$ cat src/rtl/bbkey_pkg.sv
package bbkey_pkg;

    typedef enum logic [1:0] {
        ST_IDLE   = 2'd0,
        ST_WIPE   = 2'd1,
        ST_ACCESS = 2'd2
    } seq_st_e;

endpackage

$ cat src/rtl/bbkey_seq.sv
module bbkey_seq
    import bbkey_pkg::*;
#(
    parameter int KEY_W = 256,
    localparam int CNT_W = $clog2(KEY_W + 1)
) (
    input  logic clk,
    input  logic rst_n,
    input  logic pwr_ok,
    input  logic mode_req,
    input  logic rd_req,
    input  logic bit_vld,
    input  logic zero_req,
    output logic begin_wipe,
    output logic shift_en,
    output logic commit,
    output logic abort,
    output logic in_wipe,
    output logic in_access
);

    localparam logic [CNT_W-1:0] FULL = CNT_W'(KEY_W);

    typedef struct packed {
        seq_st_e          st;
        logic [CNT_W-1:0] cnt;
    } seq_t;

    seq_t seq_d, seq_q;

    always_comb begin
        seq_d      = seq_q;
        begin_wipe = 1'b0;
        shift_en   = 1'b0;
        commit     = 1'b0;
        abort      = 1'b0;
        if (!pwr_ok) begin
            seq_d.st  = ST_IDLE;
            seq_d.cnt = '0;
        end else if (rst_n) begin
            unique case (seq_q.st)
                ST_IDLE: begin
                    if (mode_req || rd_req || bit_vld) begin
                        seq_d.st   = ST_WIPE;
                        begin_wipe = 1'b1;
                    end
                end
                ST_WIPE: begin
                    seq_d.st  = mode_req ? ST_ACCESS : ST_IDLE;
                    seq_d.cnt = '0;
                end
                ST_ACCESS: begin
                    if (!mode_req) begin
                        seq_d.st = ST_IDLE;
                        if (seq_q.cnt == FULL) begin
                            commit = 1'b1;
                        end else begin
                            abort = 1'b1;
                        end
                    end else if (bit_vld && seq_q.cnt != FULL) begin
                        shift_en  = 1'b1;
                        seq_d.cnt = seq_q.cnt + 1'b1;
                    end
                end
                default: seq_d.st = ST_IDLE;
            endcase
            if (zero_req) begin
                seq_d.cnt = '0;
            end
        end
    end

    always_ff @(posedge clk or negedge rst_n) begin
        if (!rst_n) begin
            seq_q <= '{st: ST_IDLE, cnt: '0};
        end else begin
            seq_q <= seq_d;
        end
    end

    assign in_wipe   = (seq_q.st == ST_WIPE);
    assign in_access = (seq_q.st == ST_ACCESS);

endmodule

$ cat src/rtl/bbkey_store.sv
module bbkey_store #(
    parameter int KEY_W = 256
) (
    input  logic             clk,
    input  logic             pwr_ok,
    input  logic             zero_req,
    input  logic             begin_wipe,
    input  logic             abort,
    input  logic             shift_en,
    input  logic             shift_bit,
    input  logic             commit,
    output logic [KEY_W-1:0] key,
    output logic             valid
);

    typedef struct packed {
        logic [KEY_W-1:0] key;
        logic             valid;
    } store_t;

    store_t st_d, st_q;

    always_comb begin
        st_d = st_q;
        if (!pwr_ok || zero_req || begin_wipe || abort) begin
            st_d.key   = '0;
            st_d.valid = 1'b0;
        end else if (shift_en) begin
            st_d.key = {st_q.key[KEY_W-2:0], shift_bit};
        end else if (commit) begin
            st_d.valid = 1'b1;
        end
    end

    // Retention domain: cleared only by supply loss or explicit wipes, never by reset.
    always_ff @(posedge clk) begin
        st_q <= st_d;
    end

    assign key   = st_q.key;
    assign valid = st_q.valid;

endmodule

$ cat src/rtl/bbkey_vault.sv
module bbkey_vault #(
    parameter int KEY_W = 256
) (
    input  logic             clk,
    input  logic             rst_n,
    input  logic             pwr_main,
    input  logic             pwr_batt,
    input  logic             tp_mode_req,
    input  logic             tp_rd_req,
    input  logic             tp_bit_vld,
    input  logic             tp_bit,
    input  logic             fab_zero_req,
    input  logic             cfg_enc_img,
    output logic             cfg_wipe,
    output logic             access_granted,
    output logic             key_valid,
    output logic [KEY_W-1:0] key_out
);

    logic             pwr_ok;
    logic             zero_ok;
    logic             begin_wipe;
    logic             shift_en;
    logic             commit;
    logic             abort;
    logic [KEY_W-1:0] key_raw;

    assign pwr_ok  = pwr_main | pwr_batt;
    assign zero_ok = fab_zero_req & cfg_enc_img;

    bbkey_seq #(.KEY_W(KEY_W)) u_seq (
        .clk        (clk),
        .rst_n      (rst_n),
        .pwr_ok     (pwr_ok),
        .mode_req   (tp_mode_req),
        .rd_req     (tp_rd_req),
        .bit_vld    (tp_bit_vld),
        .zero_req   (zero_ok),
        .begin_wipe (begin_wipe),
        .shift_en   (shift_en),
        .commit     (commit),
        .abort      (abort),
        .in_wipe    (cfg_wipe),
        .in_access  (access_granted)
    );

    bbkey_store #(.KEY_W(KEY_W)) u_store (
        .clk        (clk),
        .pwr_ok     (pwr_ok),
        .zero_req   (zero_ok),
        .begin_wipe (begin_wipe),
        .abort      (abort),
        .shift_en   (shift_en),
        .shift_bit  (tp_bit),
        .commit     (commit),
        .key        (key_raw),
        .valid      (key_valid)
    );

    assign key_out = key_valid ? key_raw : '0;

endmodule

$ cat config.mk
export PLATFORM = sky130hd
export DESIGN_NAME = bbkey_vault
export DESIGN_NICKNAME = d
export VERILOG_FILES = /design/src/rtl/bbkey_pkg.sv /design/src/rtl/bbkey_seq.sv /design/src/rtl/bbkey_store.sv /design/src/rtl/bbkey_vault.sv
export SDC_FILE = /design/constraint.sdc
export NUM_CORES = 1
export LEC_CHECK = 0
export ABC_CLOCK_PERIOD_IN_PS = 2670
export BUFFER_PORTS_ARGS = -buffer_cell sky130_fd_sc_hd__buf_2
export CAP_MARGIN = 40
export CORE_MARGIN = 1.5
export CORE_UTILIZATION = 54
export CTS_CLUSTER_DIAMETER = 30
export DETAILED_ROUTE_END_ITERATION = 8
export MAX_ROUTING_LAYER = met4
export PLACE_DENSITY_LB_ADDON = 0.1
export SETUP_SLACK_MARGIN = 0.2
export SYNTH_ARGS = -nofsm -noshare
export SYNTH_HDL_FRONTEND = slang
export SYNTH_HIERARCHICAL = 1
export SYNTH_SLANG_ARGS = --single-unit
export TNS_END_PERCENT = 30
$ cat constraint.sdc
create_clock -name clk -period 2.67 [get_ports clk]
set_input_delay 0.1335 -clock clk [delete_from_list [all_inputs] [get_ports clk]]
set_output_delay 0.1335 -clock clk [all_outputs]
set_load 0.02 [all_outputs]
==> impl_metrics.py, run 1 <==
metrics = {
    "pwr": {
        "leakagePower_nw": 6.354,
        "irDropWorstVdd_mv": 0.4664,
        "powerDensity_nw_per_um2": 737.1,
        "total_power_mw": 11.02,
    },
    "critical_path": {
        "crit_path_max_incr_delay_ns": 0.43,
        "cp.required_ns": 3.08,
        "r2r_end": "u_store/key[67]$_SDFFE_PP0P_",
        "startpoint_type": "flop",
        "cp_max_fo": 33,
        "crit_type": "flop to flop",
        "r2r_start": "u_seq/seq_q[0]$_DFFE_PN0P_",
        "slowest_stage": "dfrtp_1",
        "cp_cell_sequence": "inv_1, ha_1, nor4b_4, a21bo_1, nor2_4, buf_12, buf_4, mux2i_1, nor2_1",
        "reg2regPathDepth": 9,
        "reg2reg_slack_ns": 0.38,
        "arrival_ns": 2.69,
        "cp-end-kind": "flop",
    },
    "synthesis": {
        "ys_ff_latch": 268,
        "synth-edff-count": 0,
        "yosys.area.top_type": "dfxtp_1",
        "synth_area_sq_um": 11710,
        "synth_nets": 1224,
        "synth_top_area_share_pct": 43.93,
        "synth_area_per_cell_sq_um": 9.695,
        "synthTopCellsByArea": "dfxtp_1, mux2i_1, and2_1, nor2_1, buf_6",
        "yosysSeqAreaShare_pct": 46.28,
        "synth-warning-count": 6,
        "ys_types": 38,
        "synth_top_flop_cell": "dfxtp_1",
        "syn_inst": 1208,
        "async_flop_share_pct": 4.104,
    },
    "sta": {
        "maxSlewViolCount": 0,
        "tns_ns": 0,
        "setup_viol": 0,
        "whs_ns": 0.04660,
        "fin_worst_skew_ns": 0.01247,
        "fin_crit_sh_pct": 85.64,
        "finalCriticalPeriod_ns": 2.287,
        "worst_slack_ns": 0.3835,
        "relSlewSlack_pct": 63.96,
        "worstMarginPinSlew_ns": 0.5406,
        "fmax_mhz": 437.3,
        "final_hold_viol_count": 0,
        "rsz0062_at_grt": "no",
    },
    "clocking": {
        "cts_tree": "done",
        "clock_path_buffers": 3,
        "clock_latency_ns": 0.53,
        "cts_max_level": 2,
        "cts_root_buf": "clkbuf_16",
        "cts_sinks": 268,
        "clkSlewWorstSetupHoldPaths_ns": 0.05,
        "cts_buffers": 50,
    },
    "finish": {
        "nets": 1485,
        "instances_no_fill": 1783,
        "syn_to_final_growth_pct": 27.69,
        "fill_cells": 1677,
        "num_antenna_cells": 0,
        "drive_gt1_share_pct": 25.93,
    },
    "routing": {
        "drcViolationCount": 0,
        "wl_met1_um": 11320,
        "finalWirelength_um": 24840,
        "wire_per_inst_um": 13.93,
        "dr_total_vias": 8777,
        "wl_met2_um": 11920,
        "firstDrtPassIters": 5,
        "via_per_inst": 4.923,
        "routed.top_layer": "met4",
        "drtIter0Drc": 448,
        "drt.antenna.violating_nets": 0,
        "route.met3.wl_um": 1213,
    },
    "placed_design": {
        "dp_hpwl_um": 15820,
        "place_inst": 1688,
        "port_buffers": 268,
        "routabilityCongestion": 0.8059,
        "pre_cts_ws_ns": 0.4137,
    },
    "min_path": {
        "hold_class": "input pin to async pin",
    },
    "floorplanning": {
        "fp.dieH_um": 150.3,
        "core_sq_um": 21150,
        "ioPinCount": 269,
        "num_rows": 53,
        "start_util_pct": 55.36,
        "dieArea_sq_um": 22580,
        "die_x_um": 150.3,
    },
    "global_routing": {
        "overflow": 0,
        "grt_pass1_wl_um": 39550,
        "grt_start_max_net_pins": 108,
        "grt_use_total_pct": 21.97,
        "antenna_found_initial": 0,
        "grt_pass1_vias": 8071,
    },
    "flow_run": {
        "maxCapViolCount": 0,
    },
    "outcome": {
        "status": "completed",
    },
}
cell usage in the layout (no fill, tap or decap), types with 8 or more instances in the layout:
cell and instances:
buf_2 268, buf_4 13, inv_1 10, mux2i_1 258, dfrtp_1 11, and2_1 258
clkinv_2 10, dfxtp_1 256, buf_12 10, a21oi_1 8, clkbuf_16 55, nor2_1 264
timing repair:
action	CTS	global route
hold buffers	4	0
gates resized for setup	0	0
hold endpoints to repair	13	0
buffers inserted	0	0
sequential cells by signal, summed over array words and instances, names as in the netlist:
| name | cells |
|---|---|
| u_store/key | 256 |
| u_seq/seq_q | 11 |
| u_store/valid | 1 |
cell usage after synthesis, types with 2 or more instances:
| library cell | number |
|---|---|
| buf_2 | 28 |
| nand2b_1 | 3 |
| nand4_2 | 2 |
| a31oi_1 | 4 |
| buf_1 | 3 |
| inv_1 | 10 |
| clkbuf_2 | 24 |
| ha_1 | 6 |
| dfxtp_1 | 257 |
| o211ai_1 | 2 |
| clkbuf_4 | 2 |
| and2_1 | 258 |
| o21ai_1 | 6 |
| dfrtp_1 | 11 |
| nor3_1 | 2 |
| clkbuf_1 | 3 |
| mux2i_1 | 258 |
| a211oi_1 | 2 |
| buf_6 | 26 |
| a21oi_1 | 8 |
| nand2_1 | 7 |
| nand3_1 | 2 |
| nor2b_1 | 2 |
| nor2_1 | 265 |
| nand4_1 | 4 |
per-layer routing:
metal	vias to the layer above	GRT usage [%]
met2	214	34.89
met4	0	7.010
met5	-	-
met1	4056	28.16
met3	35	4.364
li1	4472	-
worst max path at each step:
stage	startpoint	to	slack (ns)	depth (start not counted)
detailed placement	u_seq/seq_q[0]$_DFFE_PN0P_	u_store/key[151]$_SDFFE_PP0P_	0.41	9
floorplan	u_seq/seq_q[9]$_DFFE_PN0P_	u_store/key[219]$_SDFFE_PP0P_	0.55	9
finish	u_seq/seq_q[0]$_DFFE_PN0P_	u_store/key[67]$_SDFFE_PP0P_	0.38	9
CTS	u_seq/seq_q[0]$_DFFE_PN0P_	u_store/key[67]$_SDFFE_PP0P_	0.39	9
global route	u_seq/seq_q[0]$_DFFE_PN0P_	u_store/key[151]$_SDFFE_PP0P_	0.24	9
global placement	u_seq/seq_q[9]$_DFFE_PN0P_	u_store/key[161]$_SDFFE_PP0P_	0.49	8
cell families after synthesis:
family | count (synthesis) | share of synthesized area (%)
compound gates | 27 | 1.485
fa+ha+maj | 6 | 0.6410
buf+inv | 96 | 5.363
flops | 268 | 46.28
mux | 258 | 22.05
simple gates | 553 | 24.18
worst max-delay path: cells and delay by family (launching register included):
| kind | cells | cell delay [ns] |
|---|---|---|
| fa+ha+maj | 1 | 0.19 |
| flops | 1 | 0.43 |
| simple gates | 3 | 0.39 |
| buf+inv | 3 | 0.62 |
| mux | 1 | 0.25 |
| compound gates | 1 | 0.26 |
power by group:
part | internal, mW | total [mW] | leakage (nW) | switching (mW)
logic | 0.134 | 0.459 | 3.26 | 0.326
registers | 4.02 | 4.04 | 2.22 | 0.0128
clock network | 4.45 | 6.53 | 0.872 | 2.07
through the flow:
stage | cell area (sq um) | utilization [%]
2_1_floorplan | 11710 | -
3_3_place_gp | 13120 | 62.02
3_5_place_dp | 13120 | 62.02
4_1_cts | 14950 | 70.69
5_1_grt | 14950 | 70.69
6_report | 14950 | 70.69
final cells by class:
type	instances	area, sq um	area share [%]
Timing Repair Buffer	295	1679	11.23
Clock buffer	59	1411	9.438
Sequential cell	268	5424	36.27
Inverter	10	37.54	0.2510
Clock inverter	32	384.1	2.569
Multi-Input combinational cell	844	5674	37.94
Tap cell	275	344.1	2.301
Power figures use the tool's default switching activity.
==> run 2: changes to the inputs <==
Settings changed: BUFFER_PORTS_ARGS -buffer_cell sky130_fd_sc_hd__buf_2 to -buffer_cell sky130_fd_sc_hd__buf_4, CELL_PAD_IN_SITES_DETAIL_PLACEMENT from default to 2, CELL_PAD_IN_SITES_GLOBAL_PLACEMENT from default to 2, CORE_UTILIZATION 54 to 35, SYNTH_HIERARCHICAL 1 to default.
==> run 2 against run 1 <==
Against the previous run:
- synthesized cell count increased by 1.7%
- highest routed layer unchanged
- global-route usage decreased by 1.2 points
- cell count increased by 14%
- sequential power about the same
- flip-flop and latch count unchanged
- largest cell class unchanged
- via count increased by 15%
- sequential share of layout area decreased by 6.5 points
- wire length increased by 58%
- critical path type unchanged
- critical path depth decreased by 1
- combinational power increased by 61%
- setup slack got worse by 0.056 ns
- fmax decreased by 2.4%
==> impl_metrics.py, run 2 <==
metrics = {
    "synthesis": {
        "synth_area_per_cell_sq_um": 10.71,
        "yosys-top-cells-count": "mux2i_1, and2_1, dfxtp_1, nor3_2, clkbuf_1",
        "synth_top_area_share_pct": 39.09,
        "synth_top_flop_cell": "dfxtp_1",
        "yosysSeqAreaShare_pct": 41.19,
        "synth-edff-count": 0,
        "synth_nets": 1241,
        "async_flop_share_pct": 4.104,
        "ys_ff_latch": 268,
        "synth-warning-count": 0,
        "synth_area_sq_um": 13160,
        "synthTopCellsByArea": "dfxtp_1, mux2i_1, nor3_2, and2_1, dfrtp_1",
        "syn_inst": 1229,
        "yosys.area.top_type": "dfxtp_1",
        "synth.most_common_cell": "mux2i_1",
        "ys_types": 45,
    },
    "placed_design": {
        "place_inst": 1879,
        "dpl_cell_area_sq_um": 15650,
        "pre_cts_ws_ns": 0.3278,
        "port_buffers": 268,
        "routabilityCongestion": 0.7015,
        "dp_hpwl_um": 23970,
    },
    "finish": {
        "drive_gt1_share_pct": 42.22,
        "num_antenna_cells": 0,
        "final_cell_mix": "buf_4, mux2i_1, and2_1",
        "instances_no_fill": 2024,
        "final_cell_area_sq_um": 18200,
        "largest_register_ffs": 256,
        "multi_input_area_sq_um": 7109,
        "seq_area_sq_um": 5424,
        "final_core_util_pct": 49.47,
        "layout_commonest_cell": "buf_4",
        "nets": 1508,
        "fill_cells": 3726,
        "syn_to_final_growth_pct": 38.27,
    },
    "global_routing": {
        "grt_pass1_vias": 11250,
        "antenna_found_initial": 0,
        "grt_start_max_net_pins": 136,
        "grt_use_met1_pct": 25.52,
        "overflow": 0,
        "grt_pass1_wl_um": 62780,
        "grt_use_met2_pct": 34.35,
        "grt_use_total_pct": 20.80,
        "grt-busiest-layer": "met2",
        "grt_util_met3_pct": 3.833,
    },
    "critical_path": {
        "critPathTopFamily": "buffers and inverters",
        "cp_num_buf_inv": 3,
        "crit_top_cell": "buf_12",
        "crit_start": "u_seq.seq_q[0]$_DFFE_PN0P_",
        "startpoint_type": "flop",
        "cp_max_fo": 39,
        "r2r_end": "u_store.key[156]$_SDFFE_PP0P_",
        "cp.required_ns": 3.08,
        "cp-end-kind": "flop",
        "reg2reg_slack_ns": 0.33,
        "r2r_start": "u_seq.seq_q[0]$_DFFE_PN0P_",
        "endpoint": "u_store.key[156]$_SDFFE_PP0P_",
        "slowest_stage": "dfrtp_1",
        "cp_cell_sequence": "inv_1, ha_1, and4bb_4, a211oi_4, buf_12, buf_12, mux2i_1, nor3_2",
        "crit_path_max_incr_delay_ns": 0.37,
        "crit_type": "flop to flop",
        "crit_cells": 8,
        "arrival_ns": 2.75,
        "reg2regPathDepth": 8,
    },
    "clocking": {
        "clock_path_buffers": 3,
        "cts_buffers": 75,
        "cts_sinks": 268,
        "cts_root_buf": "clkbuf_16",
        "cts_tree": "done",
        "clock_latency_ns": 0.57,
        "clkSlewWorstSetupHoldPaths_ns": 0.04,
        "cts_max_level": 3,
    },
    "outcome": {
        "status": "completed",
    },
    "floorplanning": {
        "die_x_um": 196.9,
        "ioPinCount": 269,
        "dieArea_sq_um": 38770,
        "core_sq_um": 36790,
        "start_util_pct": 35.78,
        "num_rows": 70,
        "fp.dieH_um": 196.9,
    },
    "pwr": {
        "p_clk_share_pct": 64.1,
        "total_power_mw": 13.31,
        "power_frac_seq_pct": 30.3,
        "leakagePower_nw": 7.100,
        "intPower_mw": 10.10,
        "powerDensity_nw_per_um2": 731.6,
        "irDropWorstVdd_mv": 0.3652,
        "share_comb_of_total_power_pct": 5.6,
        "p_switching_mw": 3.209,
        "power_switching_share_pct": 24.11,
    },
    "sta": {
        "maxSlewViolCount": 0,
        "fmax_mhz": 426.9,
        "tns_ns": 0,
        "worst_slack_ns": 0.3273,
        "fin_crit_sh_pct": 87.74,
        "worstMarginPinSlew_ns": 1.018,
        "setup_viol": 0,
        "whs_ns": 0.05091,
        "rsz0062_at_grt": "yes",
        "final_hold_viol_count": 0,
        "finalCriticalPeriod_ns": 2.343,
        "relSlewSlack_pct": 32.11,
        "fin_worst_skew_ns": 0.02203,
    },
    "routing": {
        "dr_total_vias": 10080,
        "wire_per_inst_um": 19.38,
        "via_per_inst": 4.981,
        "drcViolationCount": 0,
        "firstDrtPassIters": 4,
        "drt.antenna.violating_nets": 0,
        "finalWirelength_um": 39230,
        "drtIter0Drc": 299,
    },
    "flow_run": {
        "maxCapViolCount": 0,
    },
    "min_path": {
        "min_path_cells": 4,
        "hold_class": "input pin to flop",
    },
}
## run 2: cell types whose count changed after synthesis, moves of 5 or more
cell and delta:
nor2_1 -259, clkbuf_1 +56, clkbuf_2 -23, a21oi_1 -7
o21ai_1 -5, buf_6 -15, buf_4 +16, o22ai_1 +5
nor3_1 +30, nor3_2 +230
## run 2: worst min path at each step
stage | start | to | slack, ns
finish | tp_mode_req | u_store.valid$_SDFFE_PP0P_ | 0.05
CTS | tp_mode_req | u_store.valid$_SDFFE_PP0P_ | 0.006
global route | tp_mode_req | u_store.valid$_SDFFE_PP0P_ | 0.09
floorplan | rst_n | u_seq.seq_q[0]$_DFFE_PN0P_ | -0.16
global placement | rst_n | u_seq.seq_q[8]$_DFFE_PN0P_ | 0.01
detailed placement | rst_n | u_seq.seq_q[8]$_DFFE_PN0P_ | 0.02
## run 2: power by group through the flow
| stage | Clock [mW] | Sequential [mW] | Combinational, mW |
|---|---|---|---|
| 2_1_floorplan | 0 | 4.10 | 0.565 |
| 3_3_place_gp | 0 | 4.10 | 0.728 |
| 3_5_place_dp | 0 | 4.11 | 0.738 |
| 4_1_cts | 8.72 | 4.04 | 0.749 |
| 5_1_grt | 8.97 | 4.03 | 0.794 |
| 6_report | 8.53 | 4.04 | 0.741 |
## run 2: repair_timing
action                                  in CTS  in global routing
hold buffers                                 6                  0
endpoints found under the hold margin       14                  0
resized for setup                            0                  2
buffers inserted                             0                  1
endpoints found under the setup margin       0                 10
## run 2: worst register-to-register path: stages, from the launching register on
cell	delay [ns]
dfrtp_1	0.37
inv_1	0.08
ha_1	0.20
and4bb_4	0.23
a211oi_4	0.34
buf_12	0.33
buf_12	0.27
mux2i_1	0.30
nor3_2	0.07
## run 2: per-layer routing
layer  wire length (um)  share of wire (%)
met1              17490                 45
met2              19290                 49
met4                826                2.1
met3               1618                4.1
met5                  0                  0
## run 2: layout make-up
| type | count | area share, % |
|---|---|---|
| sequential | 268 | 29.81 |
| timing repair buffer | 307 | 14.19 |
| clock buffer | 109 | 11.90 |
| multi-input combinational | 835 | 39.07 |
| tap | 468 | 3.218 |
| inverter | 9 | 0.1857 |
| clock inverter | 28 | 1.630 |
## run 2: cells by family (layout without fill, tap and decap cells)
kind of cell / count (synthesis) / in the layout / share of synthesized area, %
and+or+nand+nor: 546 / 546 / 32.21
DFF: 268 / 268 / 41.19
muxes: 259 / 259 / 19.70
buffers and inverters: 126 / 453 / 4.991
AOI/OAI and AO/OA: 28 / 28 / 1.721
adders and majority gates: 2 / 2 / 0.1901
==> run 3: changes to the inputs <==
Settings changed: PLACE_DENSITY_LB_ADDON 0.1 to 0.05.
==> run 3 against run 2 <==
Against the previous run:
- total power up 3.7%
- wire length down 3.3%
- core utilization up 0.075 points
==> impl_metrics.py, run 3 (synthesis results as in run 2) <==
metrics = {
    "outcome": {
        "status": "completed",
    },
    "floorplanning": {
        "core_sq_um": 36790,
        "fp.dieH_um": 196.9,
        "ioPinCount": 269,
        "start_util_pct": 35.78,
        "die_x_um": 196.9,
        "dieArea_sq_um": 38770,
        "num_rows": 70,
    },
    "routing": {
        "firstDrtPassIters": 4,
        "finalWirelength_um": 37940,
        "via_per_inst": 4.930,
        "drtIter0Drc": 269,
        "drt.antenna.violating_nets": 0,
        "drcViolationCount": 0,
        "dr_total_vias": 9943,
        "wire_per_inst_um": 18.81,
    },
    "finish": {
        "final_core_util_pct": 49.54,
        "drive_gt1_share_pct": 42.35,
        "multi_input_area_sq_um": 7109,
        "fill_cells": 3736,
        "instances_no_fill": 2017,
        "num_antenna_cells": 0,
        "final_cell_mix": "buf_4, mux2i_1, and2_1",
        "layout_commonest_cell": "buf_4",
        "syn_to_final_growth_pct": 38.48,
        "nets": 1501,
        "seq_area_sq_um": 5424,
        "largest_register_ffs": 256,
    },
    "sta": {
        "fin_crit_sh_pct": 88.66,
        "setup_viol": 0,
        "rsz0062_at_grt": "no",
        "fmax_mhz": 422.4,
        "final_hold_viol_count": 0,
        "relSlewSlack_pct": 48.52,
        "fin_worst_skew_ns": 0.01210,
        "finalCriticalPeriod_ns": 2.367,
        "maxSlewViolCount": 0,
        "tns_ns": 0,
        "worstMarginPinSlew_ns": 0.7694,
    },
    "pwr": {
        "leakagePower_nw": 7.125,
        "irDropWorstVdd_mv": 0.4108,
        "power_frac_seq_pct": 29.2,
        "p_switching_mw": 3.139,
        "powerDensity_nw_per_um2": 757.8,
        "total_power_mw": 13.81,
        "power_switching_share_pct": 22.73,
        "p_clk_share_pct": 65.6,
        "share_comb_of_total_power_pct": 5.2,
        "intPower_mw": 10.67,
    },
    "clocking": {
        "clock_path_buffers": 3,
        "cts_max_level": 3,
        "cts_sinks": 268,
        "clkSlewWorstSetupHoldPaths_ns": 0.04,
        "cts_buffers": 75,
        "cts_tree": "done",
        "clock_latency_ns": 0.56,
        "cts_root_buf": "clkbuf_16",
    },
    "min_path": {
        "min_path_cells": 5,
        "hold_class": "input pin to flop",
    },
    "placed_design": {
        "routabilityCongestion": 0.7410,
        "dp_hpwl_um": 23410,
        "port_buffers": 268,
        "place_inst": 1873,
    },
    "critical_path": {
        "cp_max_fo": 90,
        "cp-end-kind": "flop",
        "startpoint_type": "flop",
        "crit_type": "flop to flop",
        "arrival_ns": 2.79,
        "reg2regPathDepth": 7,
        "cp.required_ns": 3.09,
    },
    "global_routing": {
        "grt_start_max_net_pins": 93,
        "grt_pass1_vias": 10950,
        "grt_pass1_wl_um": 60790,
        "grt_use_total_pct": 20.10,
        "overflow": 0,
        "antenna_found_initial": 0,
    },
    "flow_run": {
        "maxCapViolCount": 0,
    },
}
[run 3: changes by cell type in the layout (fill, tap and decap cells not counted)]
cell,delta
inv_6,+4
clkinvlp_4,-1
buf_4,-3
clkinv_2,+2
clkbuf_1,-7
clkinv_8,-3
inv_16,-2
buf_6,-2
dlygate4sd3_1,+1
buf_12,-2
bufinv_16,+6
[run 3: critical path, stage by stage (launching register included)]
cell,delay [ns]
dfrtp_1,0.35
inv_1,0.08
ha_1,0.20
and4bb_4,0.23
a211oi_4,0.32
buf_12,0.47
mux2i_1,0.34
nor3_2,0.06
[run 3: final timing paths]
check	from	endpoint	slack [ns]
hold reg to reg	u_store.key[186]$_SDFFE_PP0P_	u_store.key[186]$_SDFFE_PP0P_	0.54
max in group asynchronous	rst_n	u_seq.seq_q[2]$_DFFE_PN0P_	1.54
setup reg to reg	u_seq.seq_q[0]$_DFFE_PN0P_	u_store.key[20]$_SDFFE_PP0P_	0.30
min in group asynchronous	rst_n	u_seq.seq_q[0]$_DFFE_PN0P_	0.73
setup / recovery	u_seq.seq_q[0]$_DFFE_PN0P_	u_store.key[20]$_SDFFE_PP0P_	0.30
hold / removal	tp_rd_req	u_seq.seq_q[9]$_DFFE_PN0P_	0.08
[run 3: through the flow]
step                      hold slack, ns  worst slack, ns  cell area, sq um
after global placement           0.01113           0.4340             15560
after detailed placement         0.01140           0.3681             15560
after global routing              0.1556           0.2081             18220
final                            0.07534           0.3028             18220
after floorplan                  -0.1621           0.7583             13160
after CTS                        0.05347           0.3111             18220
[run 3: power groups by stage]
stage | clock network (mW) | registers (mW) | logic (mW)
floorplan | 0 | 4.10 | 0.565
global placement | 0 | 4.10 | 0.710
detailed placement | 0 | 4.10 | 0.714
CTS | 9.25 | 4.04 | 0.725
global route | 9.48 | 4.03 | 0.761
finish | 9.06 | 4.04 | 0.715
[run 3: repair_timing]
action / 4_1_cts / 5_1_grt
buffers inserted: 0 / 0
hold buffers: 7 / 0
endpoints found under the hold margin: 15 / 0
gates resized for setup: 0 / 0
endpoints found under the setup margin: 0 / 0
[run 3: routing by layer]
| layer | routed length (um) | GRT usage (%) | up-vias |
|---|---|---|---|
| li1 | - | - | 4809 |
| met1 | 16780 | 24.12 | 4859 |
| met2 | 18730 | 33.46 | 216 |
| met3 | 1730 | 4.843 | 59 |
| met4 | 689 | 5.768 | 0 |
| met5 | 0 | - | - |
[run 3: final cells by class]
type                    count  share of cell area (%)
multi-input cells         835                   39.01
flip-flops and latches    268                   29.76
repair buffers            300                   13.62
clock buffers             103                   11.87
well taps                 468                   3.213
clock inverters            34                   2.334
inverters                   9                  0.1854
